$ cat config.mk
export PLATFORM = sky130hd
export DESIGN_NAME = serial_cmd_rx
export DESIGN_NICKNAME = d
export VERILOG_FILES = /design/src/rtl/scr_pkg.sv /design/src/rtl/scr_sync.sv /design/src/rtl/scr_edge.sv /design/src/rtl/scr_shifter.sv /design/src/rtl/scr_ctrl.sv /design/src/rtl/serial_cmd_rx.sv
export SDC_FILE = /design/constraint.sdc
export NUM_CORES = 1
export LEC_CHECK = 0
export BUFFER_PORTS_ARGS = -buffer_cell sky130_fd_sc_hd__buf_2
export CELL_PAD_IN_SITES_DETAIL_PLACEMENT = 1
export CELL_PAD_IN_SITES_GLOBAL_PLACEMENT = 1
export CORE_AREA = 2 2 68 70
export DETAILED_ROUTE_END_ITERATION = 8
export DIE_AREA = 0 0 70 72
export PLACE_DENSITY_LB_ADDON = 0.2
export SLEW_MARGIN = 10
export SYNTH_ARGS = -nofsm -noshare
export SYNTH_HDL_FRONTEND = slang
export SYNTH_HIERARCHICAL = 1
export SYNTH_SLANG_ARGS = --single-unit
$ cat constraint.sdc
create_clock -name clk -period 3.23 [get_ports clk]
set_input_delay 0.323 -clock clk [delete_from_list [all_inputs] [get_ports clk]]
set_output_delay 0.323 -clock clk [all_outputs]
set_load 0.01 [all_outputs]
$ cat src/rtl/scr_pkg.sv
package scr_pkg;
    localparam int BYTE_W = 8;
    localparam int BCNT_W = $clog2(BYTE_W);

    typedef enum logic [0:0] {
        LINK_IDLE = 1'b0,
        LINK_OPEN = 1'b1
    } link_state_t;

    // Host line bundle, in a fixed order for the synchronizer vector.
    typedef struct packed {
        logic req;
        logic sdat;
        logic sclk;
        logic rdy;
    } host_lines_t;

    localparam int HOST_W = $bits(host_lines_t);

    // A byte leaving the shifter.
    typedef struct packed {
        logic              done;
        logic [BYTE_W-1:0] value;
    } shift_out_t;

    function automatic logic [BYTE_W-1:0] shift_in_msb(
        input logic [BYTE_W-1:0] cur,
        input logic              bit_in
    );
        return {cur[BYTE_W-2:0], bit_in};
    endfunction

    function automatic logic count_is_last(input logic [BCNT_W-1:0] cnt);
        return cnt == BCNT_W'(BYTE_W - 1);
    endfunction
endpackage

$ cat src/rtl/scr_sync.sv
module scr_sync #(
    parameter int WIDTH  = 4,
    parameter int STAGES = 2
) (
    input  logic             clk,
    input  logic             rst,
    input  logic [WIDTH-1:0] async_in,
    output logic [WIDTH-1:0] sync_out
);
    logic [WIDTH-1:0] chain [STAGES];

    generate
        for (genvar s = 0; s < STAGES; s++) begin : g_stage
            always_ff @(posedge clk) begin
                if (rst) begin
                    chain[s] <= '0;
                end else if (s == 0) begin
                    chain[s] <= async_in;
                end else begin
                    chain[s] <= chain[(s == 0) ? 0 : s-1];
                end
            end
        end
    endgenerate

    assign sync_out = chain[STAGES-1];
endmodule

$ cat src/rtl/scr_edge.sv
module scr_edge #(
    parameter int WIDTH = 4
) (
    input  logic             clk,
    input  logic             rst,
    input  logic [WIDTH-1:0] level,
    output logic [WIDTH-1:0] rise
);
    logic [WIDTH-1:0] prev_q;

    always_ff @(posedge clk) begin
        if (rst) prev_q <= '0;
        else     prev_q <= level;
    end

    generate
        for (genvar b = 0; b < WIDTH; b++) begin : g_bit
            assign rise[b] = level[b] & ~prev_q[b];
        end
    endgenerate
endmodule

$ cat src/rtl/scr_shifter.sv
module scr_shifter
    import scr_pkg::*;
(
    input  logic       clk,
    input  logic       rst,
    input  logic       clear,
    input  logic       sample_en,
    input  logic       bit_in,
    output shift_out_t out,
    output logic       partial
);
    logic [BYTE_W-1:0] shreg_q;
    logic [BCNT_W-1:0] cnt_q;
    logic [BYTE_W-1:0] next_val;

    assign next_val = shift_in_msb(shreg_q, bit_in);

    always_ff @(posedge clk) begin
        if (rst) begin
            shreg_q   <= '0;
            cnt_q     <= '0;
            out.done  <= 1'b0;
            out.value <= '0;
        end else begin
            out.done <= 1'b0;
            if (clear) begin
                cnt_q   <= '0;
                shreg_q <= '0;
            end else if (sample_en) begin
                shreg_q <= next_val;
                if (count_is_last(cnt_q)) begin
                    cnt_q     <= '0;
                    out.done  <= 1'b1;
                    out.value <= next_val;
                end else begin
                    cnt_q <= cnt_q + 1'b1;
                end
            end
        end
    end

    assign partial = (cnt_q != '0);
endmodule

$ cat src/rtl/scr_ctrl.sv
module scr_ctrl
    import scr_pkg::*;
#(
    parameter int IDX_W = 4
) (
    input  logic              clk,
    input  logic              rst,
    input  logic              req_rise,
    input  logic              rdy_rise,
    input  logic              sclk_rise,
    input  shift_out_t        shin,
    input  logic              partial,
    output logic              shift_clear,
    output logic              sample_en,
    output logic              busy_ack,
    output logic              byte_valid,
    output logic [BYTE_W-1:0] byte_data,
    output logic [IDX_W-1:0]  byte_index,
    output logic              first_byte,
    output logic              frame_err
);
    link_state_t      state_q;
    logic [IDX_W-1:0] idx_q;
    logic             any_byte_q;
    logic             open_now;
    logic             close_now;

    assign open_now    = (state_q == LINK_IDLE) && req_rise;
    assign close_now   = (state_q == LINK_OPEN) && rdy_rise;
    assign shift_clear = open_now || close_now;
    assign sample_en   = (state_q == LINK_OPEN) && sclk_rise && !rdy_rise;
    assign busy_ack    = (state_q == LINK_OPEN);

    always_ff @(posedge clk) begin
        if (rst) begin
            state_q    <= LINK_IDLE;
            idx_q      <= '0;
            any_byte_q <= 1'b0;
            frame_err  <= 1'b0;
        end else begin
            if (open_now) begin
                state_q    <= LINK_OPEN;
                idx_q      <= '0;
                any_byte_q <= 1'b0;
                frame_err  <= 1'b0;
            end else if (close_now) begin
                state_q   <= LINK_IDLE;
                frame_err <= partial;
            end else if (shin.done && state_q == LINK_OPEN) begin
                idx_q      <= idx_q + 1'b1;
                any_byte_q <= 1'b1;
            end
        end
    end

    always_ff @(posedge clk) begin
        if (rst) begin
            byte_valid <= 1'b0;
            byte_data  <= '0;
            byte_index <= '0;
            first_byte <= 1'b0;
        end else begin
            byte_valid <= shin.done && (state_q == LINK_OPEN) && !close_now;
            if (shin.done && state_q == LINK_OPEN) begin
                byte_data  <= shin.value;
                byte_index <= idx_q;
                first_byte <= !any_byte_q;
            end
        end
    end
endmodule

$ cat src/rtl/serial_cmd_rx.sv
module serial_cmd_rx
    import scr_pkg::*;
#(
    parameter int SYNC_STAGES = 2,
    parameter int IDX_W       = 4
) (
    input  logic              clk,
    input  logic              rst,
    input  logic              host_req,
    input  logic              host_sdat,
    input  logic              host_sclk,
    input  logic              host_rdy,
    output logic              busy_ack,
    output logic              byte_valid,
    output logic [7:0]        byte_data,
    output logic [IDX_W-1:0]  byte_index,
    output logic              first_byte,
    output logic              frame_err
);
    host_lines_t raw_lines;
    host_lines_t sync_lines;
    host_lines_t rise_lines;
    shift_out_t  shin;
    logic        shift_clear;
    logic        sample_en;
    logic        partial;

    assign raw_lines = '{req: host_req, sdat: host_sdat, sclk: host_sclk, rdy: host_rdy};

    scr_sync #(.WIDTH(HOST_W), .STAGES(SYNC_STAGES)) i_sync (
        .clk      (clk),
        .rst      (rst),
        .async_in (raw_lines),
        .sync_out (sync_lines)
    );

    scr_edge #(.WIDTH(HOST_W)) i_edge (
        .clk   (clk),
        .rst   (rst),
        .level (sync_lines),
        .rise  (rise_lines)
    );

    scr_shifter i_shift (
        .clk       (clk),
        .rst       (rst),
        .clear     (shift_clear),
        .sample_en (sample_en),
        .bit_in    (sync_lines.sdat),
        .out       (shin),
        .partial   (partial)
    );

    scr_ctrl #(.IDX_W(IDX_W)) i_ctrl (
        .clk         (clk),
        .rst         (rst),
        .req_rise    (rise_lines.req),
        .rdy_rise    (rise_lines.rdy),
        .sclk_rise   (rise_lines.sclk),
        .shin        (shin),
        .partial     (partial),
        .shift_clear (shift_clear),
        .sample_en   (sample_en),
        .busy_ack    (busy_ack),
        .byte_valid  (byte_valid),
        .byte_data   (byte_data),
        .byte_index  (byte_index),
        .first_byte  (first_byte),
        .frame_err   (frame_err)
    );
endmodule

==> reports/qor.txt <==
total power draw = 1.00 mW
post-layout util = 50.0%
Bufs and invs on worst path = 1
slowest cell delay on critical path = 500 ps
Hold Path Sink = i_sync/chain[0][2]
WS Path Type = register to register
Syn Std Cell Area = 0.00194 mm2
fin nets = 226
DRC Markers = 0
Via density = 4.94
Syn Nets = 205
CP arrival = 2140 ps
commonest non-fill, non-tap cells in the layout = dfxtp_1 (51), nand2_1 (29), buf_2 (21)
Pre-Repair DR Iteration Count = 4
GR Util met3 = 4.58%
mean post-synth cell area = 9.96 um2
Die X = 70 um
Worst Setup End Kind = register
fin crit share = 59.4%
Cells after Synth = 195
Setup TNS Final = 0 ps
I/O pin total = 22
hold bufs inserted after CTS = 0
Sink Count = 51
total wire length = 3.68 mm
final worst slack = 1310 ps
Port Buffers = 21
normalized max-slew margin = 53.9%
Power Internal = 792 uW
Routed WL per cell = 13.8 um
Hold Crit Class = input pin to register
P&R area growth vs syn = 9.72%
post-route cell area = 0.00213 mm2
num rows = 24
Peak Freq = 521 MHz
Initial Utilization = 45.6%
Via Count = 1,319
WP data required = 3450 ps
maxcap violations = 0
antenna cell count = 0
Final Wtd Congestion = 0.744
Root Buffer = clkbuf_8
GRT overflow = 0
CTS tree = built
worst r2r dst = i_shift/out[2]
CTS clk-pin slew, worst paths = 80 ps
CP startpoint kind = register
cts bufs inserted = 5
VDD IR-drop max = 0.000231 V
most common cell after layout, fill and taps aside = dfxtp_1
hold path startpoint = host_sdat
initial antenna violation count = 0
layout cells sized above 1 = 19.5%
Max Root-Sink Buffers = 2
grt peak-use layer = met2
clock share of power = 33.3%
leakage = 0.825 nW
Slowest cell on crit path = dfxtp_1
R2R Path Start = i_ctrl/busy_ack
Least-Margin Pin Slew = 692 ps
final critical-path required period = 1920 ps
Post-Place Setup Slack = 1350 ps
Yosys warning count = 6
CORE AREA = 0.00426 mm2
Final setup violation count = 0
Die Footprint = 0.00504 mm2
post-cts sizing count = 0
Placement Cell Area = 0.00206 mm2
met2 Track Usage GR = 29.4%
GRT Overall Usage = 16.7%
Seq pwr share = 63.6%
Hold Crit Depth = 2
crit-path leading delay family = simple AND/OR/NAND/NOR gates
largest net degree at the start of global routing = 45
Slew Limit Fails = 0
DP Wirelength = 2.59 mm
Reg2Reg Setup Slack = 1310 ps
vias in the first global route = 1,425
RSZ-0062 raised after global routing = false
worst-skew pair later-pin latency = 290 ps
Iter 0 DRT Violations = 38
die height = 72 um
outcome = finished, final reports clean
final hold vios = 0
reg2reg path depth = 5
Net Sw Frac = 21.0%
Routed Antenna Nets = 0
GR Util met1 = 19.6%
Pwr Density = 471 mW/mm2
H-tree depth = 2
Comb pwr share = 3.1%
clk_skew = 5.14 ps
# Post-CTS Setup Buffers = 0
switching power = 211 uW
worst-path fanout max = 13
# fillers = 494
worst-path cell chain = or2b_1, nor2_1, buf_4, and3b_1, mux2i_1
first-pass GRT wire length = 6.64 mm
sequential cells by signal, indices dropped and copies added, names as in the netlist:
signal,cells
i_shift/out,9
i_ctrl/byte_data,8
i_sync/chain,8
i_shift/shreg_q,7
i_ctrl/byte_index,4
i_ctrl/idx_q,4
i_edge/prev_q,3
i_shift/cnt_q,3
i_ctrl/any_byte_q,1
i_ctrl/busy_ack,1
i_ctrl/byte_valid,1
i_ctrl/first_byte,1
i_ctrl/frame_err,1
power groups by stage:
stage,Combinational [mW],Clock [mW],Sequential [mW]
5_1_grt,0.0348,0.370,0.639
6_report,0.0313,0.334,0.638
3_5_place_dp,0.0319,0,0.653
3_3_place_gp,0.0307,0,0.652
2_1_floorplan,0.0245,0,0.651
4_1_cts,0.0321,0.345,0.638
per-layer routing:
layer  wire length, um  share of wire [%]
met4                49                1.3
met3               107                2.9
met1              1710                 46
met5                 0                  0
met2              1810                 49
metrics by stage:
stage                     instances  hold WS (ps)
after global placement          261           420
final                           267           233
after detailed placement        261           433
after CTS                       267           225
after floorplan                 195           392
after global routing            267           227
worst max-delay path by stage:
stage                               start               end  slack, ps  cells after the start
after floorplan           i_ctrl/busy_ack  i_shift/cnt_q[1]       1770                      6
after global placement    i_ctrl/busy_ack    i_shift/out[5]       1450                      5
after detailed placement  i_ctrl/busy_ack    i_shift/out[2]       1350                      5
after CTS                 i_ctrl/busy_ack    i_shift/out[1]       1280                      5
after global routing      i_ctrl/busy_ack    i_shift/out[2]       1150                      5
final                     i_ctrl/busy_ack    i_shift/out[2]       1310                      5
area by class of cell:
cell class	count	area, um2	area share (%)
Clock buffer	6	72.6	3.40
Inverter	4	15.0	0.704
Multi-Input combinational cell	132	846	39.7
Sequential cell	51	1020	47.9
Tap cell	52	65.1	3.05
Timing Repair Buffer	22	113	5.28
Power figures use the tool's default switching activity.
